[config.mk]
export PLATFORM = sky130hd
export DESIGN_NAME = fuse_read_ctrl
export DESIGN_NICKNAME = d
export VERILOG_FILES = /design/src/rtl/fuse_ctrl_pkg.sv /design/src/rtl/fuse_rom.sv /design/src/rtl/fuse_regs.sv /design/src/rtl/fuse_seq.sv /design/src/rtl/fuse_read_ctrl.sv
export SDC_FILE = /design/constraint.sdc
export NUM_CORES = 1
export LEC_CHECK = 0
export CORE_MARGIN = 8
export CORE_UTILIZATION = 49
export DETAILED_ROUTE_END_ITERATION = 16
export HOLD_SLACK_MARGIN = 0.08
export PLACE_DENSITY = 0.79
export SKIP_CTS_REPAIR_TIMING = 1
export SLEW_MARGIN = 40
export SYNTH_ARGS = -nofsm -noshare
export SYNTH_HDL_FRONTEND = slang
export SYNTH_SLANG_ARGS = --single-unit
[constraint.sdc]
create_clock -name clk -period 2.4 [get_ports clk]
set_input_delay 0.48 -clock clk [delete_from_list [all_inputs] [get_ports clk]]
set_output_delay 0.48 -clock clk [all_outputs]
set_load 0.02 [all_outputs]
[src/rtl/fuse_ctrl_pkg.sv]
// Shared constants and types for the fuse word reader.
// Assumes byte offsets fit in the bus address width chosen by the top.
package fuse_ctrl_pkg;

    // register byte offsets; software depends on these
    localparam int OFS_GLB    = 'h00;
    localparam int OFS_RDATA  = 'h04;
    localparam int OFS_WDATA  = 'h08;
    localparam int OFS_INDEX  = 'h0C;
    localparam int OFS_CMD    = 'h10;
    localparam int OFS_STATUS = 'h14;
    localparam int OFS_WTIME  = 'h20;
    localparam int OFS_RTIME  = 'h24;
    localparam int OFS_DEBNC  = 'h28;

    // status bit positions
    localparam int ST_PG   = 0;
    localparam int ST_RD   = 1;
    localparam int ST_IDLE = 2;
    localparam int ST_PROT = 3;
    localparam int ST_DONE = 4;

    // command strobe bit positions
    localparam int CMD_PG  = 0;
    localparam int CMD_RD  = 1;
    localparam int CMD_CLR = 2;

    typedef enum logic [1:0] {
        OP_IDLE = 2'd0,
        OP_READ = 2'd1,
        OP_PROG = 2'd2
    } op_e;

    // content of fuse word idx, derived from a seed
    function automatic logic [31:0] fuse_pattern(input logic [31:0] seed,
                                                 input int unsigned idx);
        return seed ^ (32'(idx) * 32'h0000_0811);
    endfunction

endpackage

[src/rtl/fuse_rom.sv]
// Behavioural fuse array: N_BLK constant words of FUSE_W bits.
// The contents are computed from SEED at elaboration. The word
// selected by sel is presented combinationally.
module fuse_rom
    import fuse_ctrl_pkg::*;
#(
    parameter int          N_BLK  = 32,
    parameter int          FUSE_W = 16,
    parameter int          IDX_W  = $clog2(N_BLK),
    parameter logic [31:0] SEED   = 32'h0000_C3A5
) (
    input  logic [IDX_W-1:0]  sel,
    output logic [FUSE_W-1:0] word
);

    logic [FUSE_W-1:0] rom [N_BLK];

    // one constant word per fuse block
    for (genvar g = 0; g < N_BLK; g++) begin : g_blk
        assign rom[g] = FUSE_W'(fuse_pattern(SEED, g));
    end

    // word selection
    assign word = rom[sel];

endmodule

[src/rtl/fuse_regs.sv]
// Register bus slave: decodes single-cycle writes, holds the software
// registers, turns command writes into one-cycle strobes and builds the
// combinational read mux. Assumes one access per cycle and byte offsets
// that are word aligned; any other offset reads as zero.
module fuse_regs
    import fuse_ctrl_pkg::*;
#(
    parameter int AW         = 6,
    parameter int DATA_W     = 32,
    parameter int FUSE_W     = 16,
    parameter int IDX_W      = 5,
    parameter int TIM_W      = 8,
    parameter int RD_TIM_RST = 4,
    parameter int WR_TIM_RST = 8
) (
    input  logic              clk,
    input  logic              rst_n,
    input  logic [AW-1:0]     bus_addr,
    input  logic              bus_wr,
    input  logic [DATA_W-1:0] bus_wdata,
    output logic [DATA_W-1:0] bus_rdata,
    input  logic              st_pg_busy,
    input  logic              st_rd_busy,
    input  logic              st_idle,
    input  logic              st_prot,
    input  logic              st_done,
    input  logic [FUSE_W-1:0] rd_word,
    output logic [IDX_W-1:0]  blk_idx,
    output logic [TIM_W-1:0]  rd_tim,
    output logic [TIM_W-1:0]  wr_tim,
    output logic              cmd_rd,
    output logic              cmd_pg,
    output logic              cmd_clr
);

    logic [FUSE_W-1:0] glb_q;
    logic [FUSE_W-1:0] wdat_q;
    logic [FUSE_W-1:0] deb_q;
    logic              wr_glb, wr_wdat, wr_idx, wr_cmd, wr_wt, wr_rt, wr_deb;
    logic              unused_wdata;

    // address decode of write accesses
    assign wr_glb  = bus_wr && (bus_addr == AW'(OFS_GLB));
    assign wr_wdat = bus_wr && (bus_addr == AW'(OFS_WDATA));
    assign wr_idx  = bus_wr && (bus_addr == AW'(OFS_INDEX));
    assign wr_cmd  = bus_wr && (bus_addr == AW'(OFS_CMD));
    assign wr_wt   = bus_wr && (bus_addr == AW'(OFS_WTIME));
    assign wr_rt   = bus_wr && (bus_addr == AW'(OFS_RTIME));
    assign wr_deb  = bus_wr && (bus_addr == AW'(OFS_DEBNC));

    // command strobes live only for the write cycle
    assign cmd_rd  = wr_cmd && bus_wdata[CMD_RD];
    assign cmd_pg  = wr_cmd && bus_wdata[CMD_PG];
    assign cmd_clr = wr_cmd && bus_wdata[CMD_CLR];

    assign unused_wdata = ^bus_wdata[DATA_W-1:FUSE_W];

    // plain storage registers
    always_ff @(posedge clk) begin
        if (!rst_n) begin
            glb_q  <= '0;
            wdat_q <= '0;
            deb_q  <= '0;
        end else begin
            if (wr_glb)  glb_q  <= bus_wdata[FUSE_W-1:0];
            if (wr_wdat) wdat_q <= bus_wdata[FUSE_W-1:0];
            if (wr_deb)  deb_q  <= bus_wdata[FUSE_W-1:0];
        end
    end

    // block index keeps only its low IDX_W bits
    always_ff @(posedge clk) begin
        if (!rst_n)      blk_idx <= '0;
        else if (wr_idx) blk_idx <= bus_wdata[IDX_W-1:0];
    end

    // timing registers with non-zero reset defaults
    always_ff @(posedge clk) begin
        if (!rst_n) begin
            rd_tim <= TIM_W'(RD_TIM_RST);
            wr_tim <= TIM_W'(WR_TIM_RST);
        end else begin
            if (wr_rt) rd_tim <= bus_wdata[TIM_W-1:0];
            if (wr_wt) wr_tim <= bus_wdata[TIM_W-1:0];
        end
    end

    // combinational read mux; holes, command and unaligned offsets give zero
    always_comb begin
        bus_rdata = '0;
        case (bus_addr)
            AW'(OFS_GLB):    bus_rdata = DATA_W'(glb_q);
            AW'(OFS_RDATA):  bus_rdata = DATA_W'(rd_word);
            AW'(OFS_WDATA):  bus_rdata = DATA_W'(wdat_q);
            AW'(OFS_INDEX):  bus_rdata = DATA_W'(blk_idx);
            AW'(OFS_WTIME):  bus_rdata = DATA_W'(wr_tim);
            AW'(OFS_RTIME):  bus_rdata = DATA_W'(rd_tim);
            AW'(OFS_DEBNC):  bus_rdata = DATA_W'(deb_q);
            AW'(OFS_STATUS): begin
                bus_rdata[ST_PG]   = st_pg_busy;
                bus_rdata[ST_RD]   = st_rd_busy;
                bus_rdata[ST_IDLE] = st_idle;
                bus_rdata[ST_PROT] = st_prot;
                bus_rdata[ST_DONE] = st_done;
            end
            default:         bus_rdata = '0;
        endcase
    end

endmodule

[src/rtl/fuse_seq.sv]
// Operation sequencer: accepts read and burn commands while enabled and
// idle, counts the programmed duration, captures the fuse word at the end
// of a read and keeps the sticky completion flag. One shared down-counter
// serves both operations because only one can run at a time.
module fuse_seq
    import fuse_ctrl_pkg::*;
#(
    parameter int FUSE_W = 16,
    parameter int IDX_W  = 5,
    parameter int TIM_W  = 8
) (
    input  logic              clk,
    input  logic              rst_n,
    input  logic              mod_en,
    input  logic              prot,
    input  logic              cmd_rd,
    input  logic              cmd_pg,
    input  logic              cmd_clr,
    input  logic [IDX_W-1:0]  blk_idx,
    input  logic [TIM_W-1:0]  rd_tim,
    input  logic [TIM_W-1:0]  wr_tim,
    input  logic [FUSE_W-1:0] fuse_word,
    output logic [IDX_W-1:0]  lat_idx,
    output logic [FUSE_W-1:0] rd_data,
    output logic              rd_busy,
    output logic              pg_busy,
    output logic              standby,
    output logic              rd_done,
    output logic              rd_acc,
    output logic              pg_acc
);

    op_e              op_q;
    logic [TIM_W-1:0] cnt_q;
    logic             last;

    // a zero timing value still gives one busy cycle
    function automatic logic [TIM_W-1:0] run_len(input logic [TIM_W-1:0] t);
        return (t == '0) ? TIM_W'(1) : t;
    endfunction

    assign standby = mod_en && (op_q == OP_IDLE);
    assign rd_acc  = cmd_rd && standby;
    assign pg_acc  = cmd_pg && !cmd_rd && standby && !prot;
    assign last    = (op_q != OP_IDLE) && (cnt_q == TIM_W'(1));
    assign rd_busy = (op_q == OP_READ);
    assign pg_busy = (op_q == OP_PROG);

    // operation state and duration counter
    always_ff @(posedge clk) begin
        if (!rst_n) begin
            op_q    <= OP_IDLE;
            cnt_q   <= '0;
            lat_idx <= '0;
        end else if (rd_acc) begin
            op_q    <= OP_READ;
            cnt_q   <= run_len(rd_tim);
            lat_idx <= blk_idx;
        end else if (pg_acc) begin
            op_q    <= OP_PROG;
            cnt_q   <= run_len(wr_tim);
        end else if (last) begin
            op_q    <= OP_IDLE;
            cnt_q   <= '0;
        end else if (op_q != OP_IDLE) begin
            cnt_q   <= cnt_q - TIM_W'(1);
        end
    end

    // sticky completion flag; a finishing read beats a clear
    always_ff @(posedge clk) begin
        if (!rst_n)                        rd_done <= 1'b0;
        else if (last && op_q == OP_READ)  rd_done <= 1'b1;
        else if (cmd_clr)                  rd_done <= 1'b0;
    end

    // read data capture at completion
    always_ff @(posedge clk) begin
        if (!rst_n)                        rd_data <= '0;
        else if (last && op_q == OP_READ)  rd_data <= fuse_word;
    end

endmodule

[src/rtl/fuse_read_ctrl.sv]
// Top of the fuse word reader: register slave, sequencer and fuse array.
// Assumes a single bus master issuing at most one access per cycle,
// and a protect strap that is stable while commands are issued.
module fuse_read_ctrl
    import fuse_ctrl_pkg::*;
#(
    parameter int          AW         = 6,
    parameter int          DATA_W     = 32,
    parameter int          FUSE_W     = 16,
    parameter int          N_BLK      = 32,
    parameter int          TIM_W      = 8,
    parameter int          RD_TIM_RST = 4,
    parameter int          WR_TIM_RST = 8,
    parameter logic [31:0] SEED       = 32'h0000_C3A5
) (
    input  logic              clk,
    input  logic              rst_n,
    input  logic              mod_en,
    input  logic              prot_strap,
    input  logic [AW-1:0]     bus_addr,
    input  logic              bus_wr,
    input  logic [DATA_W-1:0] bus_wdata,
    output logic [DATA_W-1:0] bus_rdata
);

    localparam int IDX_W = $clog2(N_BLK);

    logic [IDX_W-1:0]  blk_idx, lat_idx;
    logic [TIM_W-1:0]  rd_tim, wr_tim;
    logic [FUSE_W-1:0] fuse_word, rd_data;
    logic              cmd_rd, cmd_pg, cmd_clr;
    logic              rd_busy, pg_busy, standby, rd_done, rd_acc, pg_acc;

    fuse_regs #(
        .AW(AW), .DATA_W(DATA_W), .FUSE_W(FUSE_W), .IDX_W(IDX_W),
        .TIM_W(TIM_W), .RD_TIM_RST(RD_TIM_RST), .WR_TIM_RST(WR_TIM_RST)
    ) u_regs (
        .clk(clk), .rst_n(rst_n),
        .bus_addr(bus_addr), .bus_wr(bus_wr),
        .bus_wdata(bus_wdata), .bus_rdata(bus_rdata),
        .st_pg_busy(pg_busy), .st_rd_busy(rd_busy), .st_idle(standby),
        .st_prot(prot_strap), .st_done(rd_done), .rd_word(rd_data),
        .blk_idx(blk_idx), .rd_tim(rd_tim), .wr_tim(wr_tim),
        .cmd_rd(cmd_rd), .cmd_pg(cmd_pg), .cmd_clr(cmd_clr)
    );

    fuse_seq #(
        .FUSE_W(FUSE_W), .IDX_W(IDX_W), .TIM_W(TIM_W)
    ) u_seq (
        .clk(clk), .rst_n(rst_n), .mod_en(mod_en), .prot(prot_strap),
        .cmd_rd(cmd_rd), .cmd_pg(cmd_pg), .cmd_clr(cmd_clr),
        .blk_idx(blk_idx), .rd_tim(rd_tim), .wr_tim(wr_tim),
        .fuse_word(fuse_word), .lat_idx(lat_idx), .rd_data(rd_data),
        .rd_busy(rd_busy), .pg_busy(pg_busy), .standby(standby),
        .rd_done(rd_done), .rd_acc(rd_acc), .pg_acc(pg_acc)
    );

    fuse_rom #(
        .N_BLK(N_BLK), .FUSE_W(FUSE_W), .IDX_W(IDX_W), .SEED(SEED)
    ) u_rom (
        .sel(lat_idx), .word(fuse_word)
    );

endmodule

==> Word-level counts from Yosys, hierarchy flattened <==
Memory sizes are Yosys's and may differ from the RTL's. A register that Yosys moved wholly into a read port is not among the register bits.
Cells that the tools add are included.
{ "totals": {"mem_count": 1, "romBits": 512, "register_bits": 85} }
{ "op_classes": {"addsub": 1, "muxes": 13, "n_reduce_logical": 30, "n_eq_ne": 11, "bitwise_logic": 2} }
{ "mem_list": {"columns": ["name", "words", "width", "read_ports", "rd_ports_with_merged_regs", "wr", "line", "text"], "rows": [
  ["(no name shown)", 32, 16, 1, 1, 0, "fuse_rom.sv:24", "assign word = rom[sel];"]
]} }
{ "op_table": {"columns": ["op", "count"], "rows": [
  ["case mux 11 bit (6 select lines)", 1],
  ["two-way mux 8 bit", 6],
  ["case mux 5 bit (8 select lines)", 1],
  ["equality test 6 bit (second input constant)", 3],
  ["logical AND 1 bit", 17],
  ["zero test 8 bit", 2],
  ["equality test 6 x 4 -> 1 bit (second input constant)", 2],
  ["equality test 6 x 5 -> 1 bit (second input constant)", 2],
  ["equality test 8 x 1 -> 1 bit (second input constant)", 1],
  ["subtractor 8 x 1 -> 8 bit (second input constant)", 1],
  ["equality test 6 x 3 -> 1 bit (second input constant)", 1],
  ["zero test 6 bit", 1],
  ["inverter 5 -> 6 bit", 1],
  ["nonzero test 2 bit", 3],
  ["two-way mux 2 bit", 2],
  ["nonzero test 4 bit", 1],
  ["zero test 1 bit", 3],
  ["two-way mux 1 bit", 3],
  ["nonzero test 3 bit", 1],
  ["equality test 2 x 1 -> 1 bit (second input constant)", 1],
  ["equality test 2 bit (second input constant)", 1],
  ["zero test 2 bit", 1],
  ["OR reduction 2 bit", 1],
  ["inverter 1 bit", 1]
]} }

==> Longest topological paths before layout <==
Gate-level depths: netlist (run 1).
{ "depth": {"ltp_word": 9, "mapped_depth": 8} }

==> By module <==
A second synthesis (run 1) with hierarchy kept.
{ "hier_totals": {"hier_cells": 603, "area_unflattened_um2": 5271.3} }
{ "by_module_without_submodules": {"columns": ["module", "seq_area_each_um2", "area_each_um2", "instances", "cells_each"], "rows": [
  ["fuse_regs", 1381.3, 3518.4, 1, 387],
  ["fuse_seq", 640.6, 1584.0, 1, 192],
  ["fuse_rom", 0.0, 168.9, 1, 24]
]} }

==> Least setup slack after synthesis (run 1) <==
OpenSTA, ideal clock, no wires.
{ "synth_timing": {"kind": "input -> output", "start": "input port bus_addr[5]", "end": "output port bus_rdata[3]", "arrival_time_ns": 1.978, "required_time_ns": 1.920, "setup_slack_ns": -0.058, "cell_stages": 6, "path_buffers": 2, "path_cell_list": "or4_1 buf_2 nor3_4 clkbuf_1 a22oi_1 nand3_1"} }
{ "synth_between": {"elab_chain_len": 2} }
{ "synth_lines": {"columns": ["item", "line", "text"], "rows": [
  ["start, declared", "fuse_read_ctrl.sv:20", "input logic [AW-1:0] bus_addr,"],
  ["equality test 6 x 5 -> 1 bit (tied with other cells)", "fuse_regs.sv:91", "case (bus_addr)"],
  ["case mux 5 bit (8 select lines) (*)", "fuse_regs.sv:91", null],
  ["end, declared", "fuse_read_ctrl.sv:23", "output logic [DATA_W-1:0] bus_rdata"]
]} }
Every way passes the cells marked *; elsewhere a longest branch is shown, timed or not.

==> Worst setup path in the final report (run 1) <==
{ "layout_timing": {"start": "input port bus_addr[0]", "end": "output port bus_rdata[0]"} }
The elaborated chain is that of the path after synthesis.

==> metrics.txt, run 1 <==
Post-Synth XOR/XNOR Area 1.25%; Initial Utilization 50.3%; WP depth 8; CTS Buf Count 9; register area 1980 um^2; Leak Pwr 2.40 nW; antenna viol nets, final 0; Crit path max-delay family simple AND/OR/NAND/NOR gates; die area 13400 um^2; Post-Syn Area per Cell 8.20 um^2; Detailed Place HPWL 10.0 mm; WP data required 1.92 ns; status finished, violations left; Final Setup Violations 12; Synth Area in Compound Gates 21.2%; fillers 784; crit path launch bus_addr[0]; cells along the critical path buf_6 -> or4_4 -> buf_6 -> nor2b_4 -> buf_6 -> a22oi_2 -> nand3_2 -> buf_6; Worst R2R Start u_seq.cnt_q[3]$_SDFFE_PN0P_; Achievable Freq 404 MHz; fin area 6060 um^2; vias per cell 5.65; Max H-tree Level 3; reg-to-reg endpoint u_seq.rd_data[7]$_SDFFE_PN0P_; post-route setup slack -0.0762 ns; drt first pass iters 5; Hold WC Path Type reg2reg; EDFF count, synth 0; worst r2r path cells 6; Worst-Margin Slew 0.658 ns; Bufs on Longest Clock Path 2; Maximum Capacitance Violations 0; RSZ-0062 raised after global routing yes; Initial DRC Count 474; largest net degree at the start of global routing 62; cell count after synthesis 597; Sink Count 99; final slew viol count 0; Synth Area in Simple Gates 23.9%; area grow syn2layout 23.7%; pre-CTS setup slack -1.02 ns; NumNets Final 724; placed cell areas 5770 um^2; RePlAce Congestion 0.864; VDD IR max 0.327 mV; Remaining DRCs 0; fraction of layout cells with a size suffix above 1 18.0%; GR Util All Layers 20.8%; clk_lat worst skew 0.37 ns; CTS tree yes; Max-slew headroom 55.7%; Setup crit end bus_rdata[0]; clk_skew 0.0105 ns; crit path kind in2out; failing checks setup timing; pwr dens 472 nW/um^2; CP startpoint kind input pin; routed via count 4605; Worst path slowest cell or4_4; most frequently used flop master after synthesis dfxtp_1; Final Hold Vio Count 0; Post-Synthesis Cell Area 4900 um^2; R2R Setup Slk 0.47 ns; first-pass GRT wire length 22.3 mm; Seq/Total Area, Yosys 40.5%; synthesis-stage register bit count 99; WL/cell 16.9 um; Diodes inserted 0; Final Cycle Share 103%; DIE WIDTH 116 um; post-synthesis mux area share 5.75%; most used cell, CP buf_6; yosys warns 0; Synth cell types 45; Die Ht 116 um; vias in the first global route 4446; I/O pins 75; Worst path max stage delay 0.59 ns; fin util 62.3%; crit-path max FO 6; gr ovfl total 0; final hold slack 0.467 ns; area of the multi-input gates 2730 um^2; clock period minus worst slack 2.48 ns; final wirelength 13.8 mm; initial antenna violation count 0; async set-reset flop share out of synthesis 0%; Port Buffers 42; CTS Root Cell clkbuf_8; Core ar. 9730 um^2; # rows 36; Worst-path clk slew 0.10 ns; adder-cell share of the synthesized area 1.02%; largest family of logic cells by synthesized area simple AND/OR/NAND/NOR gates; Worst setup EP type output port; Critical Path AT 2.00 ns; CP Buf/Inv Count 4
[worst min-delay path by stage]
| stage | from | to | slack (ns) | cells past startpoint |
|---|---|---|---|---|
| floorplan | u_regs.glb_q[6]$_SDFFE_PN0P_ | u_regs.glb_q[6]$_SDFFE_PN0P_ | 0.43 | 2 |
| global placement | u_regs.wdat_q[15]$_SDFFE_PN0P_ | u_regs.wdat_q[15]$_SDFFE_PN0P_ | 0.44 | 2 |
| detailed placement | u_regs.wdat_q[15]$_SDFFE_PN0P_ | u_regs.wdat_q[15]$_SDFFE_PN0P_ | 0.45 | 2 |
| CTS | u_regs.wdat_q[15]$_SDFFE_PN0P_ | u_regs.wdat_q[15]$_SDFFE_PN0P_ | 0.46 | 2 |
| global route | u_regs.glb_q[10]$_SDFFE_PN0P_ | u_regs.glb_q[10]$_SDFFE_PN0P_ | 0.48 | 2 |
| finish | u_regs.glb_q[12]$_SDFFE_PN0P_ | u_regs.glb_q[12]$_SDFFE_PN0P_ | 0.47 | 2 |
[state kept, by name, indices dropped and copies added, names as in the netlist]
signal and cells:
u_regs.blk_idx 5, u_seq.lat_idx 5, u_regs.wr_tim 8, u_regs.rd_tim 8, u_regs.glb_q 16, u_regs.wdat_q 16
u_seq.op_q 2, u_seq.cnt_q 8, u_regs.deb_q 16, u_seq.rd_data 14, u_seq.rd_done 1
[final cells by class]
| class | instances | share of cell area, % |
|---|---|---|
| multi-input cells | 454 | 45.1 |
| flip-flops and latches | 99 | 32.7 |
| repair buffers | 110 | 16.5 |
| well taps | 133 | 2.75 |
| clock buffers | 10 | 2.11 |
| clock inverters | 6 | 0.702 |
| inverters | 3 | 0.186 |
[Yosys cell counts, types with 3 or more instances]
| cell type | number | area (um^2) |
|---|---|---|
| nand2_1 | 150 | 563 |
| dfxtp_1 | 99 | 1980 |
| a21boi_0 | 53 | 398 |
| mux2i_1 | 27 | 270 |
| a22oi_1 | 26 | 195 |
| clkbuf_1 | 26 | 97.6 |
| nand3_1 | 23 | 115 |
| nor2b_1 | 22 | 138 |
| nor2_1 | 20 | 75.1 |
| a21oi_1 | 19 | 95.1 |
| buf_4 | 18 | 135 |
| o21ai_0 | 12 | 60.1 |
| a21boi_1 | 11 | 82.6 |
| buf_2 | 8 | 40.0 |
| o22ai_1 | 8 | 50.1 |
| o211a_1 | 7 | 70.1 |
| and2_1 | 6 | 37.5 |
| nor3_1 | 6 | 30.0 |
| nor4_1 | 5 | 31.3 |
| ha_1 | 4 | 50.1 |
| nor3b_1 | 4 | 30.0 |
| xor2_1 | 4 | 35.0 |
| and3_1 | 3 | 18.8 |
| inv_1 | 3 | 11.3 |
| nand4_1 | 3 | 18.8 |
| xnor2_1 | 3 | 26.3 |
[worst min-delay path: stages (launching register included)]
cell	delay, ns
dfxtp_1	0.33
nand2_1	0.05
a21boi_1	0.05
[metrics by stage]
| step | power [mW] | TNS, ns | cells |
|---|---|---|---|
| final | 2.86 | -0.392 | 815 |
| after global routing | 2.96 | -0.886 | 815 |
| after CTS | 2.86 | -15.95 | 813 |
| after floorplan | 1.82 | 0 | 612 |
| after global placement | 1.92 | -26.38 | 797 |
| after detailed placement | 1.93 | -32.80 | 797 |
[routing by layer]
metal,track usage [%],vias up,wire [um]
met5,0,-,0
met3,3.86,24,923
met4,9.08,0,299
met1,25.7,2204,5870
li1,-,2196,-
met2,34.5,181,6710
[cell usage in the layout (no fill, tap or decap), types with 4 or more instances in the layout]
master,count
a21boi_0,53
a22oi_2,9
clkbuf_8,9
xor2_1,4
nand2_1,150
ha_1,4
nor3b_1,4
nor4_1,5
o22ai_1,8
a21oi_1,18
nor3_1,6
o211a_1,7
mux2i_1,27
a21boi_1,11
nor2_1,20
nand3_1,19
nand3_2,4
buf_6,21
buf_4,58
conb_1,16
o21ai_0,12
dfxtp_1,99
nor2b_1,21
dlymetal6s2s_1,4
and2_1,6
clkbuf_2,4
a22oi_1,17
clkdlybuf4s50_1,19
[kinds of logic (layout without fill, tap and decap cells)]
group / count (synthesis) / count (layout)
multiplexers: 28 / 28
adder cells (fa/ha/maj): 4 / 4
other: 1 / 16
AO/OA/AOI/OAI: 146 / 146
buffers and inverters: 59 / 129
AND/OR/NAND/NOR: 253 / 253
XOR/XNOR: 7 / 7
flip-flops: 99 / 99
[power breakdown]
part / total [mW] / leakage [nW] / internal (mW) / switching [mW]
clock: 0.964 / 0.0822 / 0.377 / 0.587
combinational: 0.246 / 1.52 / 0.112 / 0.135
sequential: 1.65 / 0.797 / 1.65 / 0.00481
total: 2.86 / 2.40 / 2.14 / 0.726
Note: power is estimated with default switching activity, not from simulation.
==> inputs of run 2 (changes only) <==
--- a/config.mk
+++ b/config.mk
@@ -10,6 +10,7 @@
 export DETAILED_ROUTE_END_ITERATION = 16
 export HOLD_SLACK_MARGIN = 0.08
 export PLACE_DENSITY = 0.79
+export SETUP_SLACK_MARGIN = 0.2
 export SKIP_CTS_REPAIR_TIMING = 1
 export SLEW_MARGIN = 40
 export SYNTH_ARGS = -nofsm -noshare
==> run 2 against run 1 <==
  * The run still ends with setup timing left
  * Clock skew barely moved
  * Hold slack got worse by 0.014 ns
  * Flip-flop and latch count stayed put
  * Core utilization rose by 0.99 points
  * First-iteration DRC count is 26% lower
  * Critical path depth unchanged
  * Total power grew 3.5%
  * Critical endpoint is now bus_rdata[3]
  * Design area rose by 1.6%
  * Largest power group unchanged
==> metrics.txt, run 2 (synthesis gave the netlist of run 1 again) <==
status finished, violations left (unchanged); failing checks setup timing (unchanged); routed via count 4580 (was 4605); GR Util All Layers 20.6% (was 20.8%); CTS tree yes (unchanged); Max-slew headroom 60.3% (was 55.7%); Worst setup EP type output port (unchanged); vias per cell 5.63 (was 5.65); final wirelength 13.9 mm (was 13.8 mm); Die Ht 116 um (unchanged); Diodes inserted 0 (unchanged); fraction of layout cells with a size suffix above 1 20.1% (was 18.0%); crit path kind in2out (unchanged); RePlAce Congestion 0.858 (was 0.864); Detailed Place HPWL 9.91 mm (was 10.0 mm); crit-path max FO 7 (was 6); Worst path slowest cell or4_4 (unchanged); Hold WC Path Type in2reg (was reg2reg); area grow syn2layout 25.7% (was 23.7%); WL/cell 17.1 um (was 16.9 um); Worst path max stage delay 0.57 ns (was 0.59 ns); Sink Count 99 (unchanged); cells along the critical path buf_6 -> or4_4 -> buf_4 -> nor2b_4 -> buf_4 -> a22oi_1 -> nand3_2 -> buf_6 (was buf_6 -> or4_4 -> buf_6 -> nor2b_4 -> buf_6 -> a22oi_2 -> nand3_2 -> buf_6); first-pass GRT wire length 21.7 mm (was 22.3 mm); Initial DRC Count 350 (was 474); gr ovfl total 0 (unchanged); vias in the first global route 4433 (was 4446); Bufs on Longest Clock Path 2 (unchanged); initial antenna violation count 0 (unchanged); Critical Path AT 2.00 ns (about the same); final std cells w/o fill 813 (was 815); pwr dens 481 nW/um^2 (was 472 nW/um^2); Leak Pwr 2.39 nW (was 2.40 nW); drt first pass iters 5 (unchanged); antenna viol nets, final 0 (unchanged); setup_tns -0.550 ns (was -0.392 ns); die area 13400 um^2 (unchanged); VDD IR max 0.338 mV (was 0.327 mV); Final Hold Vio Count 0 (unchanged); final hold slack 0.452 ns (was 0.467 ns); most frequent cells in the layout nand2_1, dfxtp_1, buf_4 (unchanged); Worst-Margin Slew 0.590 ns (was 0.658 ns); post-route setup slack -0.0753 ns (was -0.0762 ns); commonest non-fill, non-tap cell in the layout nand2_1 (unchanged); clock period minus worst slack 2.48 ns (about the same); CTS Root Cell clkbuf_8 (unchanged); DIE WIDTH 116 um (unchanged); Max H-tree Level 3 (unchanged); largest net degree at the start of global routing 53 (was 62); Maximum Capacitance Violations 0 (unchanged); Power Total 2.96 mW (was 2.86 mW); Core ar. 9730 um^2 (unchanged); CP startpoint kind input pin (unchanged); Final Cycle Share 103% (about the same); Final Setup Violations 13 (was 12); largest registers u_regs.deb_q (16), u_regs.glb_q (16), u_regs.wdat_q (16) (unchanged); I/O pins 75 (unchanged); DP Cell Count 791 (was 797); RSZ-0062 raised after global routing yes (unchanged); Remaining DRCs 0 (unchanged); clk_lat worst skew 0.38 ns (was 0.37 ns); final slew viol count 0 (unchanged); Worst-path clk slew 0.10 ns (about the same); Initial Utilization 50.3% (unchanged); WP data required 1.92 ns (about the same); # rows 36 (unchanged); Achievable Freq 404 MHz (about the same); CTS Buf Count 9 (unchanged); NumNets Final 722 (was 724); clk_skew 0.0103 ns (was 0.0105 ns); Port Buffers 42 (unchanged)
## run 2: cell types whose count changed in the layout (fill, tap and decap cells not counted), sizes merged
cell / before / now
buf: 83 / 82
dlymetal6s2s: 4 / 2
clkinvlp: 2 / 1
inv: 3 / 7
clkinv: 4 / 2
## run 2: final timing paths
kind / startpoint / end / slack [ns] / cells past startpoint
worst max-delay path: bus_addr[0] / bus_rdata[3] / -0.08 / 8
worst max register to register: u_seq.cnt_q[3]$_SDFFE_PN0P_ / u_seq.rd_data[9]$_SDFFE_PN0P_ / 0.48 / 6
worst min register to register: u_regs.glb_q[15]$_SDFFE_PN0P_ / u_regs.glb_q[15]$_SDFFE_PN0P_ / 0.47 / 2
worst min-delay path: rst_n / u_regs.rd_tim[2]$_SDFFE_PN1P_ / 0.45 / 2
## run 2: layout make-up
cell class	instances	area [um^2]
clock buffers	9	124
fillers	828	3570
inverters	3	11.3
multi-input cells	454	2790
flip-flops and latches	99	1980
well taps	133	166
clock inverters	7	70.1
repair buffers	108	1010
## run 2: worst max-delay path, delay by kind of cell
kind                   cells  cell delay, ns
AO/OA/AOI/OAI              1            0.12
buffers and inverters      4            0.57
AND/OR/NAND/NOR            3            0.81
## run 2: metrics by stage
stage	worst slack, ns	utilization, %	area, um^2
3_5_place_dp	-0.803	59.5	5790
6_report	-0.0753	63.3	6160
2_1_floorplan	0.157	-	5020
5_1_grt	-0.110	63.3	6160
3_3_place_gp	-0.767	59.5	5790
4_1_cts	-0.843	61.5	5990
## run 2: layer usage
metal | up-vias | track usage (%) | wire [um]
met5 | - | 0 | 0
met4 | 0 | 8.64 | 357
met3 | 28 | 3.75 | 1010
met2 | 175 | 35.4 | 6830
met1 | 2187 | 24.5 | 5680
li1 | 2190 | - | -
## run 2: power breakdown
part / switching, mW / internal, mW / leakage (nW) / total [mW]
Clock: 0.643 / 0.409 / 0.0973 / 1.05
Sequential: 0.00475 / 1.65 / 0.797 / 1.65
Combinational: 0.139 / 0.118 / 1.49 / 0.257
